===== src/rtl/bitop_pkg.sv =====
package bitop_pkg;
  typedef enum logic [3:0] {
    OP_SET  = 4'd0,  OP_CLR  = 4'd1,  OP_INV  = 4'd2,  OP_TST  = 4'd3,
    OP_LD   = 4'd4,  OP_ILD  = 4'd5,  OP_ST   = 4'd6,  OP_IST  = 4'd7,
    OP_AND  = 4'd8,  OP_IAND = 4'd9,  OP_OR   = 4'd10, OP_IOR  = 4'd11,
    OP_XOR  = 4'd12, OP_IXOR = 4'd13, OP_RSV0 = 4'd14, OP_RSV1 = 4'd15
  } bitop_e;

  typedef struct packed {
    logic wb;
    logic c_we;
    logic c_val;
    logic z_we;
    logic z_val;
  } effect_t;

  // Carry combination: kind 0 AND, 1 OR, 2 XOR
  function automatic logic carry_combine(input logic [1:0] kind, input logic lit, input logic c);
    case (kind)
      2'd0:    carry_combine = lit & c;
      2'd1:    carry_combine = lit | c;
      default: carry_combine = lit ^ c;
    endcase
  endfunction
endpackage


===== src/rtl/bitop_select.sv =====
module bitop_select #(
  parameter int DATA_W = 8,
  parameter int IDX_W  = 4
) (
  input  logic [DATA_W-1:0] byte_i,
  input  logic [IDX_W-1:0]  idx_i,
  output logic [DATA_W-1:0] mask_o,
  output logic              bit_o
);
  localparam int SEL_W = $clog2(DATA_W);

  logic [SEL_W-1:0] sel;
  assign sel = idx_i[SEL_W-1:0];

  for (genvar g = 0; g < DATA_W; g++) begin : g_mask
    assign mask_o[g] = (sel == SEL_W'(g));
  end

  assign bit_o = |(byte_i & mask_o);
endmodule


===== src/rtl/bitop_core.sv =====
module bitop_core
  import bitop_pkg::*;
#(
  parameter int DATA_W = 8
) (
  input  bitop_e            op_i,
  input  logic [DATA_W-1:0] byte_i,
  input  logic [DATA_W-1:0] mask_i,
  input  logic              bit_i,
  input  logic              c_i,
  output logic [DATA_W-1:0] byte_o,
  output effect_t           eff_o
);
  logic inv_form;
  logic lit;
  logic store_val;
  assign inv_form  = op_i[0];
  assign lit       = bit_i ^ inv_form;
  assign store_val = c_i ^ inv_form;

  always_comb begin
    byte_o = byte_i;
    eff_o  = '0;
    unique case (op_i)
      OP_SET: begin byte_o = byte_i | mask_i;  eff_o.wb = 1'b1; end
      OP_CLR: begin byte_o = byte_i & ~mask_i; eff_o.wb = 1'b1; end
      OP_INV: begin byte_o = byte_i ^ mask_i;  eff_o.wb = 1'b1; end
      OP_TST: begin eff_o.z_we = 1'b1; eff_o.z_val = ~bit_i; end
      OP_LD, OP_ILD: begin eff_o.c_we = 1'b1; eff_o.c_val = lit; end
      OP_ST, OP_IST: begin
        byte_o   = (byte_i & ~mask_i) | (store_val ? mask_i : '0);
        eff_o.wb = 1'b1;
      end
      OP_AND, OP_IAND: begin eff_o.c_we = 1'b1; eff_o.c_val = carry_combine(2'd0, lit, c_i); end
      OP_OR,  OP_IOR:  begin eff_o.c_we = 1'b1; eff_o.c_val = carry_combine(2'd1, lit, c_i); end
      OP_XOR, OP_IXOR: begin eff_o.c_we = 1'b1; eff_o.c_val = carry_combine(2'd2, lit, c_i); end
      default: ;
    endcase
  end
endmodule


===== src/rtl/bitop_unit.sv =====
module bitop_unit
  import bitop_pkg::*;
#(
  parameter int DATA_W = 8,
  parameter int IDX_W  = 4
) (
  input  logic              clk,
  input  logic              rst_n,
  input  logic              in_valid,
  input  logic [3:0]        in_op,
  input  logic [DATA_W-1:0] in_byte,
  input  logic [IDX_W-1:0]  in_idx,
  input  logic              in_c,
  output logic              out_valid,
  output logic [DATA_W-1:0] out_byte,
  output logic              out_wb,
  output logic              out_c_we,
  output logic              out_c,
  output logic              out_z_we,
  output logic              out_z
);
  logic [DATA_W-1:0] sel_mask;
  logic              sel_bit;
  logic [DATA_W-1:0] core_byte;
  effect_t           core_eff;

  bitop_select #(.DATA_W(DATA_W), .IDX_W(IDX_W)) u_sel (
    .byte_i(in_byte), .idx_i(in_idx), .mask_o(sel_mask), .bit_o(sel_bit)
  );

  bitop_core #(.DATA_W(DATA_W)) u_core (
    .op_i(bitop_e'(in_op)), .byte_i(in_byte), .mask_i(sel_mask), .bit_i(sel_bit),
    .c_i(in_c), .byte_o(core_byte), .eff_o(core_eff)
  );

  always_ff @(posedge clk) begin
    if (!rst_n || !in_valid) begin
      out_valid <= 1'b0;
      out_byte  <= '0;
      out_wb    <= 1'b0;
      out_c_we  <= 1'b0;
      out_c     <= 1'b0;
      out_z_we  <= 1'b0;
      out_z     <= 1'b0;
    end else begin
      out_valid <= 1'b1;
      out_byte  <= core_byte;
      out_wb    <= core_eff.wb;
      out_c_we  <= core_eff.c_we;
      out_c     <= core_eff.c_val;
      out_z_we  <= core_eff.z_we;
      out_z     <= core_eff.z_val;
    end
  end

  // result strobe tracks the request strobe by one cycle
  a_r2_valid_follows: assert property (@(posedge clk) disable iff (!rst_n)
    in_valid |=> out_valid);
  a_r2_idle_follows: assert property (@(posedge clk) disable iff (!rst_n)
    !in_valid |=> !out_valid);
  // no enable without a result
  a_r10_idle_quiet: assert property (@(posedge clk) disable iff (!rst_n)
    !out_valid |-> !(out_wb || out_c_we || out_z_we));
  // at most one result kind per operation
  a_r3_single_effect: assert property (@(posedge clk) disable iff (!rst_n)
    $onehot0({out_wb, out_c_we, out_z_we}));
  // a write-back touches at most one bit of the operand
  a_r3_one_bit_touched: assert property (@(posedge clk) disable iff (!rst_n)
    in_valid |=> (!out_wb || $countones(out_byte ^ $past(in_byte)) <= 1));
  // reserved codes raise nothing
  a_r9_reserved_inert: assert property (@(posedge clk) disable iff (!rst_n)
    (in_valid && in_op >= 4'd14) |=> !(out_wb || out_c_we || out_z_we));
endmodule


===== config.mk =====
export PLATFORM = sky130hd
export DESIGN_NAME = bitop_unit
export DESIGN_NICKNAME = d
export VERILOG_FILES = /design/src/rtl/bitop_pkg.sv /design/src/rtl/bitop_select.sv /design/src/rtl/bitop_core.sv /design/src/rtl/bitop_unit.sv
export SDC_FILE = /design/constraint.sdc
export NUM_CORES = 1
export LEC_CHECK = 0
export BUFFER_PORTS_ARGS = -buffer_cell sky130_fd_sc_hd__buf_2
export CAP_MARGIN = 20
export CELL_PAD_IN_SITES_DETAIL_PLACEMENT = 0
export CELL_PAD_IN_SITES_GLOBAL_PLACEMENT = 1
export CORE_MARGIN = 2
export CORE_UTILIZATION = 40
export CTS_CLUSTER_DIAMETER = 40
export CTS_CLUSTER_SIZE = 14
export DETAILED_ROUTE_END_ITERATION = 8
export PLACE_DENSITY_LB_ADDON = 0.25
export SETUP_SLACK_MARGIN = 0.5
export SYNTH_ARGS = -nofsm -noshare
export SYNTH_HDL_FRONTEND = slang
export SYNTH_SLANG_ARGS = --single-unit

===== constraint.sdc =====
create_clock -name clk -period 2.7 [get_ports clk]
set_input_delay 0.27 -clock clk [delete_from_list [all_inputs] [get_ports clk]]
set_output_delay 0.27 -clock clk [all_outputs]
set_load 0.01 [all_outputs]

* Word-level counts from Yosys, hierarchy flattened
Index checks and enable logic that the tools add are counted.
W data, S select, Z words.
** Word-level totals
- Register bits after elaboration :: 14
- Input bits :: 20
- Word-level logic and storage cells :: 59
** Operators by class
- Equal/unequal tests :: 20
- Multiplexer cells :: 6
- Bitwise gates (word level) :: 13
- Reduce and logical (&&, ||, !) cells :: 13
** Operators by type and width (count)
- $pmux W8 S4 :: 1
- $eq A4 B4 Y1 const B :: 6
- $and A8 B8 Y8 :: 2
- $eq A4 B3 Y1 const B :: 4
- $or A8 B8 Y8 :: 2
- $eq A3 B3 Y1 const B :: 4
- $reduce_or A2 Y1 :: 6
- $eq A4 B2 Y1 const B :: 2
- $mux W8 :: 1
- $not A8 Y8 :: 1
- $pmux W2 S4 :: 1
- $reduce_or A8 Y1 :: 1
- $xor A8 B8 Y8 :: 1
- $eq A3 B2 Y1 const B :: 2
- $reduce_or A5 Y1 :: 1
- $eq A4 B1 Y1 const B :: 1
- $logic_not A4 Y1 :: 1
- $eq A3 B1 Y1 const B :: 1
- $logic_not A3 Y1 :: 1
- $xor A1 B1 Y1 :: 3
- $logic_not A1 Y1 :: 2
- $mux W1 :: 2
- $mux W2 :: 1
- $not A1 Y1 :: 2
- other kinds (3) :: 3

* Depth between registers and ports, before layout
Gate-level depths: netlist of run 1.
- Depth after elaboration :: 6
- Depth in mapped cells :: 13

* Modules after synthesis
A second synthesis of run 1 with hierarchy kept.
** Unflattened totals
- Cells, all modules :: 163
- Area, all modules :: 1417.6 um^2
** Modules (own cells, without submodules)
- bitop_core :: times used 1, cells an instance 117, area each 882.1 um^2
- bitop_unit :: times used 1, cells an instance 30, area each 392.9 um^2
- bitop_select :: times used 1, cells an instance 16, area each 142.6 um^2

* Worst setup path after synthesis of run 1
OpenSTA, ideal clock, no wires.
- Path kind :: input to register
- From :: input in_idx[1]
- To :: register out_c
- Setup time :: 0.091 ns
- Arrival :: 2.034 ns
- Data required time :: 2.609 ns
- Setup slack :: 0.575 ns
- Stages :: 11
- Buffers on the path :: 1
- Cell sequence :: buf_6 -> and3_2 -> ha_1 -> nor4_1 -> nand2_1 -> xnor2_1 -> ha_1 -> nand2b_1 -> a21oi_1 -> o21ai_1 -> a311oi_1
** On the way
- Longest elaborated chain between the ends :: 6
- Elaborated cells on any way between the ends :: 15
- Those cells by class :: 7 x eq/ne; 1 x mux; 5 x bitwise; 2 x reduce/logical
** Ends and longest elaborated chain
- start, declared :: line bitop_unit.sv:12 : input logic [IDX_W-1:0] in_idx,
- $eq A3 B1 Y1, or another cell as far along :: line bitop_select.sv:16 : assign mask_o[g] = (sel == SEL_W'(g));
- $and A8 B8 Y8 * :: line bitop_select.sv:19 : assign bit_o = |(byte_i & mask_o);
- $reduce_or A8 Y1 * :: line bitop_select.sv:19
- $xor A1 B1 Y1 * :: line bitop_core.sv:18 : assign lit = bit_i ^ inv_form;
- $xor A1 B1 Y1, or another cell as far along
- $pmux W2 S4 * :: line bitop_core.sv:24 : unique case (op_i)
- end signal, assigned :: line bitop_unit.sv:50 : out_c <= core_eff.c_val;
- end, declared :: line bitop_unit.sv:18 : output logic out_c,
Every way passes the cells marked *; elsewhere a longest branch is shown, timed or not.
A chain may end at the register's enable or synchronous reset.

* Worst setup path after layout of run 1
Same ends and word-level chain as after synthesis.

==> results of run 1 <==
[worst paths after layout]
| path | start | to | depth (start not counted) |
|---|---|---|---|
| max | in_idx[1] | out_c | 12 |
| min | in_byte[0] | out_byte[0] | 3 |
[what timing repair did]
action | in CTS | in global routing
gates resized for setup | 0 | 6
endpoints found under the setup margin | 0 | 1
setup buffers | 0 | 1
[cell usage after synthesis, drive strengths merged]
cell / instances / area [um2]
a2111oi: 1 / 8.760
a211o: 5 / 43.79
a211oi: 5 / 50.05
a21oi: 10 / 50.05
a221oi: 4 / 35.03
a222oi: 4 / 40.04
a22oi: 4 / 30.03
a311oi: 1 / 8.760
and2: 2 / 12.51
and3: 1 / 7.510
buf: 8 / 77.57
clkbuf: 1 / 3.750
dfxtp: 14 / 280.3
ha: 26 / 325.3
inv: 20 / 75.07
mux2i: 3 / 30.03
nand2: 5 / 18.77
nand2b: 3 / 21.27
nand3b: 4 / 30.03
nand4: 1 / 6.260
nor2: 15 / 63.81
nor2b: 3 / 33.79
nor3: 3 / 25.02
nor3b: 3 / 56.30
nor4: 4 / 25.02
o21ai: 9 / 45.04
or2: 3 / 18.77
xnor2: 1 / 8.760
xor2: 1 / 27.53
[where the power goes]
part           leakage [nW]  total (mW)  switching [mW]  internal, mW
clock network        0.0210       0.163          0.0806        0.0821
registers             0.115       0.217         0.00167         0.215
logic                 0.649       0.185           0.110        0.0745
total                 0.784       0.564           0.192         0.372
[through the flow]
stage          std cells  area, um2
6_report             240       1683
2_1_floorplan        164       1459
3_3_place_gp         235       1610
3_5_place_dp         235       1610
4_1_cts              239       1647
5_1_grt              240       1683
[cells in the final DEF (no fill, tap or decap), types with 2 or more instances in the layout]
master    netlist  routed
and2_1          2       2
nor4_2          0       2
inv_2           2       2
nand3b_1        4       4
a211o_1         5       5
a211oi_1        4       4
a221oi_1        4       4
buf_4           0       3
mux2i_1         3       3
nor4_1          4       2
nand2_1         5       4
ha_1           26      26
nor3_2          2       2
nand2b_1        2       2
nor3b_4         3       3
inv_1          18      18
nor2b_4         2       2
a21oi_1        10       9
clkbuf_4        0       4
dfxtp_1        14      14
nor2_1         14      14
o21ai_0         6       6
a222oi_1        4       4
or2_0           3       3
buf_2           2      31
o21ai_1         3       3
a22oi_1         4       4
[metal layers]
metal  global-route usage [%]  wire (um)  vias to the layer above
li1                         -          -                      643
met1                    24.06       1552                      614
met2                    27.47       1625                       37
met3                    2.641        166                        8
met4                    6.117         76                        0
met5                        0          0                        -
[logic make-up (layout without fill, tap and decap cells)]
group           after synthesis  after routing  share of synthesized area (%)
compound gates               43             43                          21.36
xor+xnor                      2              2                          2.487
fa+ha+maj                    26             26                          22.30
buf+inv                      29             59                          10.72
flops                        14             14                          19.21
mux                           3              3                          2.058
simple gates                 47             47                          21.87
[area by class of cell]
class	instances	share of cell area, %
inverters	20	4.461
well taps	46	3.420
clock buffers	4	2.156
repair buffers	35	11.00
multi-input cells	121	62.31
flip-flops and latches	14	16.65
[state kept, by name, indices dropped and copies added, names as in the netlist]
signal and flops:
out_valid 1, out_c_we 1, out_c 1, out_wb 1, out_z_we 1, out_z 1
out_byte 8
[tightest hold or removal path, delay by kind of cell]
| family | cells | cell delay, ps |
|---|---|---|
| AOI/OAI and AO/OA | 2 | 180 |
| buffers and inverters | 1 | 120 |
==> flow_metrics.env, run 1 <==
export IMPL_via_per_inst=5.425
export IMPL_crit_chain="buf_2 > and3_2 > ha_1 > nor4_2 > buf_4 > nand2_2 > xnor2_2 > ha_1 > nand2b_1 > a21oi_2 > o21ai_1 > a311oi_1"
export IMPL_relSlewSlack_pct=70.40
export IMPL_finish_utilization_pct=49.27
export IMPL_maxCapViolations=0
export IMPL_totalWireLength_mm=3.421
export IMPL_total_power_mw=0.5645
export IMPL_initial_core_util_pct=42.71
export IMPL_critical_path_arrival_ps=2260
export IMPL_ys_seq_area_share_pct=19.21
export IMPL_dp_hpwl_mm=2.502
export IMPL_drc=0
export IMPL_antenna_found_initial=0
export IMPL_fin_nets=241
export IMPL_die_w_um=64.39
export IMPL_gp_congestion=0.7632
export IMPL_p_leak_nw=0.7844
export IMPL_fmax_mhz=487.0
export IMPL_die_h_um=64.39
export IMPL_ant_nets=0
export IMPL_avgSynthCellArea_um2=8.896
export IMPL_cp_data_required_time_ps=2910
export IMPL_period_needed_ps=2053
export IMPL_drive_gt1_share_pct=29.90
export IMPL_cts_htree_levels=1
export IMPL_tightest_slew_ps=444.0
export IMPL_end_kind="flip-flop"
export IMPL_dr_total_vias=1302
export IMPL_yosys_warnings=0
export IMPL_core_area_um2=3416
export IMPL_seqCellArea_um2=280.3
export IMPL_peakVddDrop_mv=0.1035
export IMPL_rsz0062_at_grt="no"
export IMPL_critPathBufInv=2
export IMPL_critical_path_max_fanout=9
export IMPL_period_share_pct=76.05
export IMPL_io_pins=34
export IMPL_synth_distinct_cells=37
export IMPL_antenna_cells=0
export IMPL_portBuffers=32
export IMPL_status="complete, no violations"
export IMPL_worstHoldPathType="input port to flip-flop"
export IMPL_grt_max_degree=20
export IMPL_ctsRootBufferMaster="clkbuf_4"
export IMPL_drtIter0Drc=104
export IMPL_grt_pass1_wl_mm=5.664
export IMPL_crit_type="input port to flip-flop"
export IMPL_cp_slowest_cell="and3_2"
export IMPL_syn_area_um2=1459
export IMPL_holdWs_ps=314.2
export IMPL_numCtsBuffers=3
export IMPL_syn_nets=210
export IMPL_clkTransAtPathRegs_ps=100
export IMPL_avgRoutedWirePerCell_um=14.25
export IMPL_hold_buffers=0
export IMPL_drv_slew=0
export IMPL_cp_common_cell="ha_1"
export IMPL_grt_pass1_vias=1203
export IMPL_ys_ff_latch=14
export IMPL_multi_input_area_um2=1049
export IMPL_cts_tree="yes"
export IMPL_drt_pass1_iterations=4
export IMPL_fill_cells=361
export IMPL_startpoint_type="input port"
export IMPL_syn_to_final_growth_pct=15.35
export IMPL_row_count=21
export IMPL_power_per_cell_area_nw_per_um2=335.4
export IMPL_hold_violations=0
export IMPL_finalWorstSetupSlack_ps=646.6
export IMPL_setup_viol=0
export IMPL_tns_ps=0
export IMPL_grt_usage_pct=17.43
export IMPL_die_area_um2=4146
export IMPL_cp_top_family="simple AND/OR/NAND/NOR gates"
export IMPL_place_ws_ps=194.2
export IMPL_netlist_instances=164
export IMPL_critPathMaxStageDelay_ps=240
export IMPL_cts_buffer_depth=2
export IMPL_clock_sinks=14
export IMPL_grt_ovfl_total=0
No activity file was read; power rests on OpenSTA's default activity.
==> run 2: changes to the inputs <==
- ABC_AREA: default -> 1
- CORE_UTILIZATION: 40 -> 34
- clock period: 2.7 -> 1.75 ns (I/O delays scaled with it)
==> run 2 against run 1 <==
Net effect:
- worst hold slack got worse by 140 ps
- sequential power up 55%
- critical path type unchanged
- sequential share of layout area fell by 3.9 points
- combinational power rose by 120%
- global-route usage up 0.68 points
- largest power group is now combinational logic
==> flow_metrics.env, run 2 <==
export IMPL_status="complete, no violations"
export IMPL_layout_commonest_cell="buf_4"
export IMPL_syn_nets=239
export IMPL_p_seq_share_pct=31.1
export IMPL_ctsRootBufferMaster="clkbuf_8"
export IMPL_setup_viol=0
export IMPL_synth_top_area_share_pct=23.68
export IMPL_worstHoldPathType="input port to flip-flop"
export IMPL_cp_common_cell="ha_4"
export IMPL_initial_core_util_pct=34.85
export IMPL_die_w_um=67.57
export IMPL_cts_htree_levels=1
export IMPL_grt_usage_pct=18.11
export IMPL_die_h_um=67.57
export IMPL_ys_seq_area_share_pct=20.40
export IMPL_portBuffers=32
export IMPL_period_share_pct=91.69
export IMPL_async_reset_ff_share_pct=0
export IMPL_crit_type="input port to flip-flop"
export IMPL_drc=0
export IMPL_cp_data_required_time_ps=1940
export IMPL_synth_main_ff_cell="dfxtp_1"
export IMPL_hold_buffers=0
export IMPL_p_leak_nw=1.083
export IMPL_drtIter0Drc=43
export IMPL_cts_buffer_depth=2
export IMPL_synthTopCellsByArea="ha_1 (24%), dfxtp_1 (20%), inv_1 (9.6%), nand3_1 (8.7%), a21oi_1 (6.2%)"
export IMPL_internal_power_mw=0.7207
export IMPL_critical_path_arrival_ps=1800
export IMPL_drive_gt1_share_pct=45.38
export IMPL_ant_nets=0
export IMPL_antenna_found_initial=0
export IMPL_cp_top_family="simple AND/OR/NAND/NOR gates"
export IMPL_sw_frac_of_total_pct=33.21
export IMPL_multi_input_area_um2=1160
export IMPL_tightest_slew_ps=411.6
export IMPL_crit_end="out_c"
export IMPL_fmax_mhz=623.2
export IMPL_io_pins=34
export IMPL_fill_cells=367
export IMPL_yosysMostFrequentCell="inv_1"
export IMPL_maxCapViolations=0
export IMPL_power_switching_mw=0.3583
export IMPL_tns_ps=0
export IMPL_avgRoutedWirePerCell_um=12.82
export IMPL_avgSynthCellArea_um2=7.118
export IMPL_die_area_um2=4565
export IMPL_dr_total_vias=1497
export IMPL_crit_cells=14
export IMPL_antenna_cells=0
export IMPL_dp_hpwl_mm=2.567
export IMPL_row_count=23
export IMPL_via_per_inst=4.829
export IMPL_core_area_um2=3943
export IMPL_yosys_area_top_type="ha_1"
export IMPL_drt_pass1_iterations=4
export IMPL_yosys_warnings=0
export IMPL_synthTopCellsByCount="inv_1 (35), ha_1 (26), nand3_1 (24)"
export IMPL_totalWireLength_mm=3.974
export IMPL_grt_ovfl_total=0
export IMPL_hold_violations=0
export IMPL_drv_slew=0
export IMPL_layout_common_cells="buf_4 (32), buf_2 (29), inv_1 (26)"
export IMPL_startpoint_type="input port"
export IMPL_fin_nets=307
export IMPL_syn_to_final_growth_pct=60.38
export IMPL_netlist_instances=193
export IMPL_critical_path_max_fanout=5
export IMPL_relSlewSlack_pct=72.53
export IMPL_largest_reg_flops=8
export IMPL_synth_distinct_cells=23
export IMPL_clock_sinks=14
export IMPL_seqCellArea_um2=280.3
export IMPL_total_power_mw=1.079
export IMPL_peakVddDrop_mv=0.2378
export IMPL_critPathMaxStageDelay_ps=270
export IMPL_critPathBufInv=3
export IMPL_numCtsBuffers=3
export IMPL_cp_slowest_cell="ha_4"
export IMPL_clkTransAtPathRegs_ps=70
export IMPL_grt_pass1_wl_mm=6.210
export IMPL_crit_start="in_idx[2]"
export IMPL_end_kind="flip-flop"
export IMPL_period_needed_ps=1605
export IMPL_ys_ff_latch=14
export IMPL_regMostFlops="out_byte"
export IMPL_synth_edf_count=0
export IMPL_gp_congestion=0.7386
export IMPL_grt_pass1_vias=1403
export IMPL_syn_area_um2=1374
export IMPL_clkPwrFrac_pct=31.2
export IMPL_share_comb_of_total_power_pct=37.7
export IMPL_grt_max_degree=17
export IMPL_crit_chain="buf_12 > buf_6 > nand3_4 > inv_2 > ha_4 > nor2_4 > nand2_4 > o21ai_4 > nand2_2 > ha_4 > nor2_2 > o22ai_2 > nand2_1 > a21oi_2"
export IMPL_rsz0062_at_grt="yes"
export IMPL_cts_tree="yes"
export IMPL_power_per_cell_area_nw_per_um2=489.7
[run 2: changes by cell type in the layout (fill, tap and decap cells not counted), sizes merged, moves of 4 or more]
| cell | delta |
|---|---|
| o21ai | +8 |
| a21oi | +7 |
| nand2 | +7 |
| nand3b | +4 |
| a211oi | -4 |
| inv | +15 |
| a222oi | -4 |
| buf | +34 |
| a211o | -5 |
| nor2 | +10 |
| a221oi | -4 |
| nand3 | +26 |
| a22oi | -4 |
[run 2: logic make-up after synthesis]
| family | Yosys count | share of synthesized area (%) |
|---|---|---|
| and+or+nand+nor | 76 | 28.51 |
| buffers and inverters | 40 | 13.39 |
| AOI/OAI and AO/OA | 36 | 13.39 |
| adders and majority gates | 26 | 23.68 |
| DFF | 14 | 20.40 |
| xor gates and xnor gates | 1 | 0.6376 |
[run 2: timing repair]
item                                    CTS  global route
pin swaps                                18            18
resized for setup                        35            43
endpoints found under the setup margin    1             3
gates cloned                              0             0
buffers inserted                         13             2
[run 2: per-layer routing]
layer | GRT usage [%] | share of wire [%]
met3 | 2.167 | 3.9
met5 | 0 | 0
met1 | 23.40 | 45
met2 | 30.51 | 48
met4 | 6.888 | 3.1
[run 2: worst min path at each step]
| stage | endpoint | depth (start not counted) | slack (ps) | startpoint |
|---|---|---|---|---|
| final | out_z_we | 2 | 180 | in_op[3] |
| after global routing | out_z_we | 2 | 200 | in_op[3] |
| after CTS | out_z_we | 2 | 170 | in_op[3] |
| after detailed placement | out_z_we | 2 | 430 | in_op[3] |
| after global placement | out_z_we | 2 | 440 | in_op[3] |
| after floorplan | out_z_we | 1 | 260 | in_op[3] |
[run 2: layout make-up]
type,instances,share of cell area [%]
multi-input cells,139,52.64
repair buffers,68,22.43
flip-flops and latches,14,12.72
inverters,35,6.871
well taps,50,2.839
clock buffers,4,2.499
[run 2: per-stage QoR]
stage	worst slack, ps	hold WS, ps	area (um2)	utilization [%]	std cells
after floorplan	156.4	259.8	1409	-	193
after global placement	-127.9	444.7	1737	44.05	291
after detailed placement	-142.4	434.5	1737	44.05	291
after CTS	249.5	168.1	1993	50.56	308
after global routing	67.05	195.6	2203	55.89	310
final	145.4	177.6	2203	55.89	310
[run 2: power by group through the flow]
| stage | Combinational, mW | Clock [mW] | Sequential (mW) |
|---|---|---|---|
| 2_1_floorplan | 0.155 | 0 | 0.352 |
| 4_1_cts | 0.337 | 0.345 | 0.336 |
| 6_report | 0.407 | 0.337 | 0.336 |
| 5_1_grt | 0.451 | 0.353 | 0.337 |
| 3_5_place_dp | 0.276 | 0 | 0.343 |
| 3_3_place_gp | 0.278 | 0 | 0.343 |
